[src/rtl/i2cHostFrontPkg.sv]
package i2cHostFrontPkg;
  timeunit 1ns; timeprecision 100ps;

  localparam logic [2:0] OFS_STATUS = 3'd0;
  localparam logic [2:0] OFS_TARGET = 3'd2;
  localparam logic [2:0] OFS_CMD    = 3'd3;
  localparam logic [2:0] OFS_DATA   = 3'd4;
  localparam logic [2:0] OFS_PRE_LO = 3'd6;
  localparam logic [2:0] OFS_PRE_HI = 3'd7;

  // command byte flag positions (decoded by the engine in this order)
  localparam int FLAG_START = 0;
  localparam int FLAG_READ  = 1;
  localparam int FLAG_WRITE = 2;
  localparam int FLAG_STOP  = 4;

  // status bit positions
  localparam int ST_BUSY  = 0;
  localparam int ST_PEND  = 1;
  localparam int ST_AVAIL = 2;
  localparam int ST_MISS  = 3;
  localparam int ST_OVF   = 4;

  typedef struct packed {
    logic       setTarget;
    logic       pushCmd;
    logic       pushData;
    logic       wrStatus;
    logic       wrPreLo;
    logic       wrPreHi;
    logic [7:0] byteIn;
  } hostStrobes_t;
endpackage

[src/rtl/hostFifo.sv]
module hostFifo #(
  parameter int WIDTH  = 8,
  parameter int ADDR_W = 5
) (
  input  logic             clk,
  input  logic             rst,
  input  logic             push,
  input  logic [WIDTH-1:0] din,
  output logic             full,
  input  logic             pop,
  output logic [WIDTH-1:0] dout,
  output logic             empty
);
  timeunit 1ns; timeprecision 100ps;

  localparam int DEPTH = 1 << ADDR_W;

  logic [WIDTH-1:0]  mem [DEPTH];
  logic [ADDR_W-1:0] wrPtr, rdPtr;
  logic [ADDR_W:0]   count;
  logic              doPush, doPop;

  assign full   = (count == (ADDR_W+1)'(DEPTH));
  assign empty  = (count == '0);
  assign doPush = push & ~full;
  assign doPop  = pop & ~empty;
  assign dout   = mem[rdPtr];

  always_ff @(posedge clk) begin
    if (doPush) mem[wrPtr] <= din;
  end

  always_ff @(posedge clk) begin
    if (rst) begin
      wrPtr <= '0;
      rdPtr <= '0;
      count <= '0;
    end else begin
      if (doPush) wrPtr <= wrPtr + 1'b1;
      if (doPop)  rdPtr <= rdPtr + 1'b1;
      count <= count + (ADDR_W+1)'(doPush) - (ADDR_W+1)'(doPop);
    end
  end

  // the head entry is not disturbed while nobody pops it
  p_head_stable_r5: assert property (@(posedge clk) disable iff (rst)
    (!empty && !pop) |=> $stable(dout));
  // occupancy never exceeds the capacity
  p_count_bound_r10: assert property (@(posedge clk) disable iff (rst)
    count <= (ADDR_W+1)'(DEPTH));
endmodule

[src/rtl/i2cHostCtrl.sv]
module i2cHostCtrl
  import i2cHostFrontPkg::*;
(
  input  logic         clk,
  input  logic         rst,
  input  logic [2:0]   busAdr,
  input  logic [7:0]   busDatIn,
  input  logic         busWe,
  input  logic         busStb,
  input  logic         busCyc,
  output logic         busAck,
  output hostStrobes_t strobes,
  output logic         rdReq,
  output logic [2:0]   rdAdr
);
  timeunit 1ns; timeprecision 100ps;

  logic accept, wrAcc;

  assign accept = busStb & busCyc & ~busAck;
  assign wrAcc  = accept & busWe;
  assign rdReq  = accept & ~busWe;
  assign rdAdr  = busAdr;

  always_ff @(posedge clk) begin
    if (rst) begin
      busAck  <= 1'b0;
      strobes <= '0;
    end else begin
      busAck            <= accept;
      strobes.setTarget <= wrAcc & (busAdr == OFS_TARGET);
      strobes.pushCmd   <= wrAcc & (busAdr == OFS_CMD);
      strobes.pushData  <= wrAcc & (busAdr == OFS_DATA);
      strobes.wrStatus  <= wrAcc & (busAdr == OFS_STATUS);
      strobes.wrPreLo   <= wrAcc & (busAdr == OFS_PRE_LO);
      strobes.wrPreHi   <= wrAcc & (busAdr == OFS_PRE_HI);
      strobes.byteIn    <= busDatIn;
    end
  end

  // acknowledge lasts a single cycle
  p_ack_single_r2: assert property (@(posedge clk) disable iff (rst)
    busAck |=> !busAck);
  // acknowledge only follows a full strobe
  p_ack_cause_r2: assert property (@(posedge clk) disable iff (rst)
    busAck |-> $past(busStb && busCyc));
endmodule

[src/rtl/i2cHostData.sv]
module i2cHostData
  import i2cHostFrontPkg::*;
#(
  parameter int          ADDR_BITS      = 7,
  parameter int          CMD_FIFO_AW    = 5,
  parameter int          WR_FIFO_AW     = 5,
  parameter int          RD_FIFO_AW     = 5,
  parameter bit          PRESCALE_FIXED = 1'b0,
  parameter logic [15:0] PRESCALE_RESET = 16'h0140
) (
  input  logic                 clk,
  input  logic                 rst,
  input  hostStrobes_t         strobes,
  input  logic                 rdReq,
  input  logic [2:0]           rdAdr,
  output logic [7:0]           busDatOut,
  output logic                 cmdValid,
  output logic [ADDR_BITS+3:0] cmdData,
  input  logic                 cmdReady,
  output logic                 wrValid,
  output logic [7:0]           wrData,
  input  logic                 wrReady,
  input  logic                 rdValid,
  input  logic [7:0]           rdData,
  output logic                 rdReady,
  input  logic                 engBusy,
  input  logic                 engMissedAck,
  output logic [15:0]          prescale
);
  timeunit 1ns; timeprecision 100ps;

  localparam int CMD_W = ADDR_BITS + 4;

  logic [ADDR_BITS-1:0] target;
  logic [CMD_W-1:0]     cmdWord;
  logic                 cmdFull, cmdEmpty, wrFull, wrEmpty, rdFull, rdEmpty;
  logic [7:0]           rdHead, status;
  logic                 missFlag, ovfFlag, rdPop;

  assign cmdWord = {target, strobes.byteIn[FLAG_STOP], strobes.byteIn[FLAG_WRITE],
                    strobes.byteIn[FLAG_READ], strobes.byteIn[FLAG_START]};

  hostFifo #(.WIDTH(CMD_W), .ADDR_W(CMD_FIFO_AW)) u_cmdq (
    .clk(clk), .rst(rst), .push(strobes.pushCmd), .din(cmdWord), .full(cmdFull),
    .pop(cmdReady), .dout(cmdData), .empty(cmdEmpty));

  hostFifo #(.WIDTH(8), .ADDR_W(WR_FIFO_AW)) u_wrq (
    .clk(clk), .rst(rst), .push(strobes.pushData), .din(strobes.byteIn), .full(wrFull),
    .pop(wrReady), .dout(wrData), .empty(wrEmpty));

  assign rdPop = rdReq & (rdAdr == OFS_DATA);

  hostFifo #(.WIDTH(8), .ADDR_W(RD_FIFO_AW)) u_rdq (
    .clk(clk), .rst(rst), .push(rdValid), .din(rdData), .full(rdFull),
    .pop(rdPop), .dout(rdHead), .empty(rdEmpty));

  assign cmdValid = ~cmdEmpty;
  assign wrValid  = ~wrEmpty;
  assign rdReady  = ~rdFull;

  always_comb begin
    status           = '0;
    status[ST_BUSY]  = engBusy | ~cmdEmpty;
    status[ST_PEND]  = ~cmdEmpty;
    status[ST_AVAIL] = ~rdEmpty;
    status[ST_MISS]  = missFlag;
    status[ST_OVF]   = ovfFlag;
  end

  always_ff @(posedge clk) begin
    if (rst) begin
      target   <= '0;
      missFlag <= 1'b0;
      ovfFlag  <= 1'b0;
    end else begin
      if (strobes.setTarget) target <= strobes.byteIn[ADDR_BITS-1:0];
      if (engMissedAck) missFlag <= 1'b1;
      else if (strobes.wrStatus && strobes.byteIn[ST_MISS]) missFlag <= 1'b0;
      if ((strobes.pushCmd && cmdFull) || (strobes.pushData && wrFull)) ovfFlag <= 1'b1;
      else if (strobes.wrStatus && strobes.byteIn[ST_OVF]) ovfFlag <= 1'b0;
    end
  end

  generate
    if (PRESCALE_FIXED) begin : g_preFixed
      assign prescale = PRESCALE_RESET;
    end else begin : g_preProg
      always_ff @(posedge clk) begin
        if (rst) prescale <= PRESCALE_RESET;
        else begin
          if (strobes.wrPreLo) prescale[7:0]  <= strobes.byteIn;
          if (strobes.wrPreHi) prescale[15:8] <= strobes.byteIn;
        end
      end
    end
  endgenerate

  always_ff @(posedge clk) begin
    if (rst) busDatOut <= '0;
    else if (rdReq) begin
      case (rdAdr)
        OFS_STATUS: busDatOut <= status;
        OFS_TARGET: busDatOut <= 8'(target);
        OFS_DATA:   busDatOut <= rdEmpty ? 8'h00 : rdHead;
        OFS_PRE_LO: busDatOut <= prescale[7:0];
        OFS_PRE_HI: busDatOut <= prescale[15:8];
        default:    busDatOut <= 8'h00;
      endcase
    end
  end

  // a data read of an empty receive queue yields zero
  p_empty_read_r7: assert property (@(posedge clk) disable iff (rst)
    (rdPop && rdEmpty) |=> (busDatOut == 8'h00));
  // the missed-ack flag holds until explicitly cleared
  p_miss_sticky_r9: assert property (@(posedge clk) disable iff (rst)
    (missFlag && !(strobes.wrStatus && strobes.byteIn[ST_MISS])) |=> missFlag);
  // a write into a full queue raises the overflow flag
  p_no_overflow_r10: assert property (@(posedge clk) disable iff (rst)
    ((strobes.pushData && wrFull) || (strobes.pushCmd && cmdFull)) |=> ovfFlag);
endmodule

[src/rtl/i2cHostFront.sv]
module i2cHostFront
  import i2cHostFrontPkg::*;
#(
  parameter int          ADDR_BITS      = 7,
  parameter int          CMD_FIFO_AW    = 5,
  parameter int          WR_FIFO_AW     = 5,
  parameter int          RD_FIFO_AW     = 5,
  parameter bit          PRESCALE_FIXED = 1'b0,
  parameter logic [15:0] PRESCALE_RESET = 16'h0140
) (
  input  logic                 clk,
  input  logic                 rst,
  input  logic [2:0]           busAdr,
  input  logic [7:0]           busDatIn,
  output logic [7:0]           busDatOut,
  input  logic                 busWe,
  input  logic                 busStb,
  input  logic                 busCyc,
  output logic                 busAck,
  output logic                 cmdValid,
  output logic [ADDR_BITS+3:0] cmdData,
  input  logic                 cmdReady,
  output logic                 wrValid,
  output logic [7:0]           wrData,
  input  logic                 wrReady,
  input  logic                 rdValid,
  input  logic [7:0]           rdData,
  output logic                 rdReady,
  input  logic                 engBusy,
  input  logic                 engMissedAck,
  output logic [15:0]          prescale
);
  timeunit 1ns; timeprecision 100ps;

  hostStrobes_t strobes;
  logic         rdReq;
  logic [2:0]   rdAdr;

  i2cHostCtrl u_ctrl (
    .clk(clk), .rst(rst), .busAdr(busAdr), .busDatIn(busDatIn), .busWe(busWe),
    .busStb(busStb), .busCyc(busCyc), .busAck(busAck), .strobes(strobes),
    .rdReq(rdReq), .rdAdr(rdAdr));

  i2cHostData #(
    .ADDR_BITS(ADDR_BITS), .CMD_FIFO_AW(CMD_FIFO_AW), .WR_FIFO_AW(WR_FIFO_AW),
    .RD_FIFO_AW(RD_FIFO_AW), .PRESCALE_FIXED(PRESCALE_FIXED),
    .PRESCALE_RESET(PRESCALE_RESET)
  ) u_data (
    .clk(clk), .rst(rst), .strobes(strobes), .rdReq(rdReq), .rdAdr(rdAdr),
    .busDatOut(busDatOut), .cmdValid(cmdValid), .cmdData(cmdData), .cmdReady(cmdReady),
    .wrValid(wrValid), .wrData(wrData), .wrReady(wrReady), .rdValid(rdValid),
    .rdData(rdData), .rdReady(rdReady), .engBusy(engBusy), .engMissedAck(engMissedAck),
    .prescale(prescale));
endmodule

[config.mk]
export PLATFORM = sky130hd
export DESIGN_NAME = i2cHostFront
export DESIGN_NICKNAME = d
export VERILOG_FILES = /design/src/rtl/i2cHostFrontPkg.sv /design/src/rtl/hostFifo.sv /design/src/rtl/i2cHostCtrl.sv /design/src/rtl/i2cHostData.sv /design/src/rtl/i2cHostFront.sv
export SDC_FILE = /design/constraint.sdc
export NUM_CORES = 1
export LEC_CHECK = 0
export ABC_AREA = 1
export BUFFER_PORTS_ARGS = -buffer_cell sky130_fd_sc_hd__buf_2
export CORE_MARGIN = 2
export CORE_UTILIZATION = 60
export DETAILED_ROUTE_END_ITERATION = 7
export GPL_ROUTABILITY_DRIVEN = 0
export MAX_ROUTING_LAYER = met4
export PLACE_DENSITY = 0.77
export SETUP_SLACK_MARGIN = 0.3
export SLEW_MARGIN = 30
export SYNTH_ARGS = -nofsm -noshare
export SYNTH_HDL_FRONTEND = slang
export SYNTH_SLANG_ARGS = --single-unit
[constraint.sdc]
create_clock -name clk -period 6.84 [get_ports clk]
set_input_delay 0.342 -clock clk [delete_from_list [all_inputs] [get_ports clk]]
set_output_delay 0.342 -clock clk [all_outputs]
set_load 0.03 [all_outputs]
* Word-level counts from Yosys, hierarchy flattened
Memory sizes are Yosys's and may differ from the RTL's. A register that Yosys moved wholly into a read port is not among the register bits.
Index checks and enable logic that the tools add are counted.
** Word-level totals
- Bits in registers :: 96
- Latch bits :: 0
- RAM bits :: 864
- Bits in read-only memories :: 0
- Input port bits :: 29
- Output and inout port bits :: 47
- Word-level logic and storage cells :: 101
- Memories kept :: 3
** Memory list
- u_data.u_cmdq.mem :: words 32, width 11, read ports 1, clocked after memory_dff 1, wr ports 1, line hostFifo.sv:18 : logic [WIDTH-1:0] mem [DEPTH];
- u_data.u_rdq.mem :: words 32, width 8, read ports 1, clocked after memory_dff 1, wr ports 1, line hostFifo.sv:18
- u_data.u_wrq.mem :: words 32, width 8, read ports 1, clocked after memory_dff 1, wr ports 1, line hostFifo.sv:18
** Operators by class
- Add/subtract/negate cells :: 12
- Multipliers :: 0
- Div/mod/pow operators :: 0
- Magnitude comparators :: 0
- Equality and inequality tests :: 8
- Shift-type cells :: 0
- Muxes and demuxes :: 18
- Bitwise operators :: 26
- Reductions and logical operators :: 11
** Operator list (count)
- $pmux W8 S5 :: 1
- $add A5 B1 Y5 const B :: 6
- $mux W5 :: 6
- $add A6 B1 Y6 :: 3
- $eq A6 B6 Y1 const B :: 3
- $logic_not A6 Y1 :: 3
- $sub A6 B1 Y6 :: 3
- $and A1 B1 Y1 :: 17
- $mux W1 :: 10
- $eq A3 B3 Y1 const B :: 3
- $mux W8 :: 1
- $not A1 Y1 :: 8
- $eq A3 B2 Y1 const B :: 2
- $logic_and A1 B1 Y1 :: 4
- $reduce_bool A2 Y1 :: 2
- $logic_not A3 Y1 :: 1
- $logic_or A1 B1 Y1 :: 1
- $or A1 B1 Y1 :: 1

* Logic depth before layout (Yosys ltp)
Gate-level depths: netlist of run 1.
- Depth after elaboration :: 7
- Gate-level depth with buffers :: 18
- Gate-level depth less buffers :: 18

* Hierarchy
Synthesis of run 1 repeated with hierarchy kept, for this count alone.
** Second synthesis, totals
- Cell total of the unflattened synthesis :: 3708
- Area, all modules :: 40704.0 um^2
** Modules (own cells, without submodules)
- hostFifo (u_data.u_cmdq) :: times used 1, cells an instance 1357, area an instance 15429.8 um^2, sequential area each 10990.5 um^2
- hostFifo (u_data.u_wrq) :: times used 1, cells an instance 1037, area an instance 11621.1 um^2, sequential area each 8107.8 um^2
- hostFifo (u_data.u_rdq) :: times used 1, cells an instance 1033, area an instance 11604.9 um^2, sequential area each 8107.8 um^2
- i2cHostData :: times used 1, cells an instance 221, area an instance 1539.0 um^2, sequential area each 660.6 um^2
- i2cHostCtrl :: times used 1, cells an instance 60, area an instance 509.2 um^2, sequential area each 300.3 um^2

* Worst setup path before layout of run 1
OpenSTA, ideal clock, no wires.
- Path type :: register to register
- Start :: register u_data.u_cmdq.count[2]
- End :: register u_data.u_cmdq.count[4]
- Setup time :: 0.125 ns
- Arrival time :: 2.518 ns
- Required time :: 6.715 ns
- Path slack :: 4.197 ns
- Cell stages (with the launch flop) :: 15
- Buffers on the path :: 0
- Clock period less this slack :: 2.643 ns
- Path through :: dfxtp_1 > inv_1 > ha_1 > nand4_1 > nand2_1 > inv_1 > ha_1 > inv_1 > ha_1 > inv_1 > fa_1 > nor3_1 > a211oi_1 > o21ai_0 > a21oi_1
** Between the ends
- Elaborated cells between the ends (all ways) :: 8
- Classes of those cells :: 2 x add/sub; 1 x eq/ne; 4 x bitwise; 1 x reduce/logical
** RTL lines
- from (decl) :: line hostFifo.sv:20 : logic [ADDR_W:0] count;
- from (signal assigned) :: line hostFifo.sv:41 : count <= count + (ADDR_W+1)'(doPush) - (ADDR_W+1)'(doPop);
- $logic_not A6 Y1 :: line hostFifo.sv:24 : assign empty = (count == '0);
- $not A1 Y1
- named net cmdValid :: line i2cHostFront.sv:20 : output logic cmdValid,
- $and A1 B1 Y1 :: line hostFifo.sv:26 : assign doPop = pop & ~empty;
- named net u_data.u_cmdq.doPop :: line hostFifo.sv:21 : logic doPush, doPop;
- $sub A6 B1 Y6 :: line hostFifo.sv:41
The timed path passes the listed nets, and every way through them passes these cells.
A chain may end at the register's enable or synchronous reset.

==> results of run 1 <==
-- where the power goes --
part / switching (mW) / internal, mW
Combinational: 1.38 / 0.549
Clock: 2.26 / 3.41
Sequential: 0.108 / 6.54
-- worst paths after layout --
path | startpoint | end | slack [ps]
max | flop | cmdData[2] | 2340
max reg2reg | flop | u_data.busDatOut[2] | 3510
min reg2reg | u_data.busDatOut[7] | u_data.busDatOut[7] | 470
min | busWe | u_data.busDatOut[2] | 30
-- sequential cells by signal, indices dropped and copies added (netlist names), 6 cells and up, named ones only --
register / count
u_data.u_cmdq.mem: 352
u_data.u_rdq.count: 6
u_ctrl.strobes: 14
u_data.u_wrq.mem: 256
u_data.u_wrq.count: 6
u_data.u_rdq.mem: 256
u_data.target: 7
u_data.busDatOut: 8
u_data.u_cmdq.count: 6
u_data.prescale: 16
-- critical path, stage by stage (launching register included) --
cell and delay, ps:
dfxtp_4 530, inv_4 730, buf_4 820, o21ai_0 180, o22ai_1 160, o21ai_0 90, o21ai_0 350, nor2_1 120
a31oi_1 200, buf_2 230
-- cell type report --
class / count / area, um2 / share of cell area [%]
Multi-Input combinational cell: 1846 / 9470 / 21.8
Timing Repair Buffer: 119 / 761 / 1.75
Clock buffer: 119 / 2540 / 5.84
Inverter: 166 / 628 / 1.44
Clock inverter: 61 / 861 / 1.98
Sequential cell: 975 / 28200 / 64.8
Tap cell: 855 / 1070 / 2.46
-- Yosys cell counts (all sizes together) --
cell type    n
nand3      161
o221ai     110
nand2      120
o211ai      28
a21boi       1
dfxtp      111
a22o         2
o21bai       4
nor3b        5
o21ai      505
a31oi       19
clkbuf     117
a221oi       4
clkinv       2
ha          41
a32oi       15
a211oi       2
nor3        14
a22oi        1
o22ai       47
nand4        6
inv        164
buf         69
a21oi       76
and3         2
nor2       678
edfxtp     864
nand3b       2
fa           3
-- logic make-up (layout without fill, tap and decap cells) --
kind of cell | after synthesis | count (layout)
AND/OR/NAND/NOR | 988 | 988
flip-flops | 975 | 975
adder cells (fa/ha/maj) | 44 | 44
buffers and inverters | 352 | 465
AO/OA/AOI/OAI | 814 | 814
-- routing by layer --
metal  wire length [um]  vias to the layer above
li1                   -                    11634
met1              36900                    12872
met2              45200                     1767
met3              11000                      237
met4               3030                        0
met5                  0                        -
-- stage by stage --
step / total power [mW] / cell area, um2 / worst slack, ps / hold WS, ps / utilization (%)
after floorplan: 8.05 / 39000 / 4200 / 421 / -
after global placement: 8.52 / 39900 / 3290 / 457 / 61.9
after detailed placement: 8.63 / 40000 / 3240 / 466 / 62.1
after CTS: 14.2 / 43500 / 2510 / 12.6 / 67.6
after global routing: 14.7 / 43500 / 2210 / 43.9 / 67.6
final: 14.2 / 43500 / 2340 / 29.2 / 67.6
==> results.md, run 1 <==
* Status: finished clean
* Leak pwr at around 15 nW
* Total GRT Usage at a little under 30%
* Compound-cell area share of the yosys netlist at between 10% and 20%
* Avg Inst Size Synth at roughly 12 um2
* Number of synthesized register bits at between 900 and 1,000
* RSZ-0062 raised after global routing: no
* Slew headroom at between 30% and 40%
* # diodes at 0
* Non-Filler Instances at between 4,000 and 5,000
* Overflow after GRT at 0
* Global routing usage on met1 at 39.5%
* Kind of critical path: reg -> out
* Detail Route Antenna Nets at 0
* GR peak layer: met2
* Cell variety after synth at 40
* Setup Buffers After CTS at 0
* Startpoint types: flop
* Top fanout value on the critical path at 89
* Mapped cell area at 39,000 um2
* GRT met3 Usage at 5.52%
* Commonest cells after routing, fill and taps aside: 864 x edfxtp_1, 646 x nor2_1, 483 x o21ai_0
* Detailed Routing Iterations Pass 1 at 7
* Mapped Cells at 3,173
* Die Ht at between 200 and 300 um
* Fill cell total of the finished layout at 4,253
* Share of layout cells above drive strength 1 at under 10%
* Yosys top cell area share at roughly two thirds
* Worst VDD drop at between 0.2 and 0.25 mV
* Top cells by area, synth: edfxtp_1 67%, nor2_1 6.5%, o21ai_0 6.2%
* Max Fclk at ~220 MHz
* TritonCTS clock tree: yes
* CTS H-tree depth at 3
* DR vias/cell at about 6.4
* Clock Path Buffers at 3
* Vias at 26,510
* Pwr Density at about 330 nW/um2
* Final Hold Vio Count at 0
* Sequential cell area fraction in the yosys report at 72.2%
* Clk root buf: clkbuf_16
* Fin. max-slew vios at 0
* DR iter-0 viols at slightly above 4,000
* Post-Synth Simple-Gate Area at between 10% and 20%
* FF-to-FF path depth at 14
* Fin nets at 3,277
* Final setup vio count at 0
* Maximum Capacitance Violations at 0
* GRT met2 Usage at 45.2%
* CTS sink count at approximately 980
* TritonCTS Buffers at 96
* Most common cell after layout, fill and taps aside: edfxtp_1
* Critical path data required time at 6500 ps
* Post-synthesis adder-cell area fraction at under 10%
* Area added between synthesis and finish at 11.6%
* CP endpoint kind: primary output
* Mapped Nets at roughly 3,200
* Hold path cells at 4
* CTS-repair resized insts at 0
* PortBufs at 75
* Final Critical Period at around 4500 ps
* Clk_lat worst skew at 670 ps
* Full die area at around 67,000 um2
* Fin crit share at between 60 and 70%
* Worst Hold Class: in -> reg
* Inst Count DP at slightly below 4,000
* Hold_buf cts at 12
* Starting density of the core at roughly three fifths
* Remaining DRCs at 0
* Worst-Margin Slew at about 970 ps
* Final Skew at 36.8 ps
* Largest family of logic cells by synthesized area: compound AO/OA/AOI/OAI gates
* First-pass GRT wire length at between 100,000 and 150,000 um
* Clock slew at reported path FFs at 60 ps
* Post-synthesis mux area share at 0%
* Detailed Place HPWL at approximately 54,000 um
* Synth area leader: edfxtp_1
* Post-Synth XOR/XNOR Area at 0%
* Per-cell routed wire length at between 20 and 25 um
* Cell row count at 93
* Io pins at 76
* Total wire length at around 96,000 um
* Die W at roughly 260 um
* Antenna violations before repair at 1
* CP arrival at ~4200 ps
* TNS Setup at 0 ps
* Via count of the first global-routing pass at 25,914
* Pin count of the biggest net entering global routing at 90
* Warnings, synthesis at 0
* Core area at about 64,000 um2
No activity file was read; power rests on OpenSTA's default activity.
==> run 2, diff against run 1 <==
- clock period: 6.84 -> 4.4 ns (I/O delays scaled with it)
==> run 2 against run 1 <==
  * Register-to-register slack got worse by 2000 ps
  * Sequential power rose by 55%
  * Design area about the same
  * Utilization about the same
  * Count of clock-buffer cells in the layout grew 7
  * Sequential share of layout area about the same
  * First-iteration DRC count decreased by 7.0%
  * Die area did not move
  * Global-route usage grew 0.099 points
  * Power is 52% higher
  * Largest cell class unchanged
  * Highest routed layer unchanged
==> results.md, run 2 (same netlist as run 1, synthesis figures left out) <==
* Critical path data required time at 4180 ps (-2320 ps)
* Status: finished clean
* RSZ-0062 raised after global routing: no
* Final setup vio count at 0 (unchanged)
* Post-Layout Inst Area at 43,500 um2 (about the same)
* Detailed Place HPWL at 55,600 um (+2.7%)
* Top fanout value on the critical path at 57 (-36%)
* Worst r2r src: u_data.u_cmdq.count[2]
* Clk root buf: clkbuf_16
* TritonCTS clock tree: yes
* Clk_lat worst skew at 670 ps (about the same)
* PortBufs at 75 (unchanged)
* Overflow after GRT at 0 (unchanged)
* DR iter-0 viols at 3,776 (-7.0%)
* Commonest cells after routing, fill and taps aside: 864 x edfxtp_1, 658 x nor2_1, 483 x o21ai_0
* Antenna violations before repair at 0 (-1)
* Worst Hold Class: in -> reg
* Worst VDD drop at 0.494 mV (+110%)
* Core area at 64,300 um2 (unchanged)
* Leak pwr at 14.6 nW (+0.47%)
* Hold slack at 22.4 ps (-6.84 ps)
* Io pins at 76 (unchanged)
* Pwr Density at 497 nW/um2 (+52%)
* Hold path start: rdValid
* Reg with most FFs: u_data.u_cmdq.mem
* Maximum Capacitance Violations at 0 (unchanged)
* Starting density of the core at 60.6% (unchanged)
* Max Fclk at 270 MHz
* Per-cell routed wire length at 23.1 um (-0.59%)
* Clock Path Buffers at 3 (unchanged)
* Share of layout cells above drive strength 1 at 9.95% (+0.12 points)
* Via count of the first global-routing pass at 26,119 (+0.79%)
* Fin nets at 3,306 (+0.88%)
* TritonCTS Buffers at 97 (+1.0%)
* Placed cell area at 40,100 um2 (+0.33%)
* Final design utilization at 67.7% (about the same)
* CTS sink count at 975 (unchanged)
* Slew headroom at 33.3% (-1.9 points)
* Regs by FF count: u_data.u_cmdq.mem (352), u_data.u_rdq.mem (256), u_data.u_wrq.mem (256)
* Final Skew at 28.1 ps (-8.67 ps)
* Die Ht at 259 um (unchanged)
* Detailed Routing Iterations Pass 1 at 6 (-1)
* Most common cell after layout, fill and taps aside: edfxtp_1
* CTS-repair resized insts at 0 (unchanged)
* Die W at 259 um (unchanged)
* DR vias/cell at 6.36 (-0.66%)
* Final Hold Vio Count at 0 (unchanged)
* Startpoint types: flop
* Fin. max-slew vios at 0 (unchanged)
* Total GRT Usage at 29.5% (+0.099 points)
* CP arrival at 3480 ps (-680 ps)
* Largest register FFs at 352 (unchanged)
* Area added between synthesis and finish at 11.6% (about the same)
* Kind of critical path: reg -> out
* CTS H-tree depth at 3 (unchanged)
* Worst-Margin Slew at 999 ps (+27.9 ps)
* Clock slew at reported path FFs at 60 ps (about the same)
* CP endpoint kind: primary output
* Fin crit share at 84.1%
* Remaining DRCs at 0 (unchanged)
* # diodes at 0 (unchanged)
* Full die area at 67,000 um2 (unchanged)
* Vias at 26,527 (+0.064%)
* Fill cell total of the finished layout at 4,305 (+1.2%)
* Cell row count at 93 (unchanged)
* Detail Route Antenna Nets at 0 (unchanged)
* First-pass GRT wire length at 147,000 um (+0.23%)
* TNS Setup at 0 ps (unchanged)
* Tot Pwr at 21.6 mW (+52%)
* Pin count of the biggest net entering global routing at 177 (+97%)
* Final Critical Period at about 3700 ps
* Total wire length at 96,200 um (+0.13%)
## run 2: repair_timing
action | in CTS | in global routing
hold buffers | 19 | 0
buffers inserted | 0 | 0
hold endpoints to repair | 25 | 0
## run 2: through the flow
stage	worst slack, ps	std cells
2_1_floorplan	1760	3173
3_3_place_gp	1550	3970
3_5_place_dp	1480	3970
4_1_cts	685	4171
5_1_grt	563	4171
6_report	699	4171
## run 2: final timing paths
| kind | to | slack, ps | depth (start not counted) |
|---|---|---|---|
| hold / removal | u_data.u_rdq.wrPtr[1] | 20 | 3 |
| setup / recovery | cmdData[5] | 700 | 6 |
| setup reg to reg | u_data.u_cmdq.count[4] | 1530 | 14 |
| hold reg to reg | u_data.prescale[4] | 480 | 2 |
## run 2: layout make-up
class                           instances  area (um2)  share of cell area [%]
Inverter                              166         626                    1.44
Clock inverter                         56         574                    1.32
Sequential cell                       975       28200                    64.8
Clock buffer                          126        2630                    6.04
Tap cell                              855        1070                    2.46
Multi-Input combinational cell       1846        9430                    21.7
Timing Repair Buffer                  147        1010                    2.33
## run 2: power breakdown
part,leakage [nW],internal (mW),total [mW],switching (mW)
Sequential,8.66,10.2,10.3,0.119
Clock,1.56,4.72,8.24,3.52
Combinational,4.43,0.870,3.10,2.23
Total,14.6,15.8,21.6,5.87
## run 2: critical path, stage by stage, from the launching register on
cell and delay, ps:
dfxtp_2 710, buf_4 580, o21ai_0 290, o221ai_1 330
nand3_1 210, a32oi_1 410, buf_2 280
## run 2: routing by layer
| layer | vias to the layer above | GRT usage, % | share of wire (%) |
|---|---|---|---|
| met1 | 12935 | 39.6 | 39 |
| met4 | 0 | 11.6 | 3.8 |
| met2 | 1645 | 45.7 | 47 |
| li1 | 11695 | - | - |
| met5 | - | - | 0 |
| met3 | 252 | 4.66 | 10 |
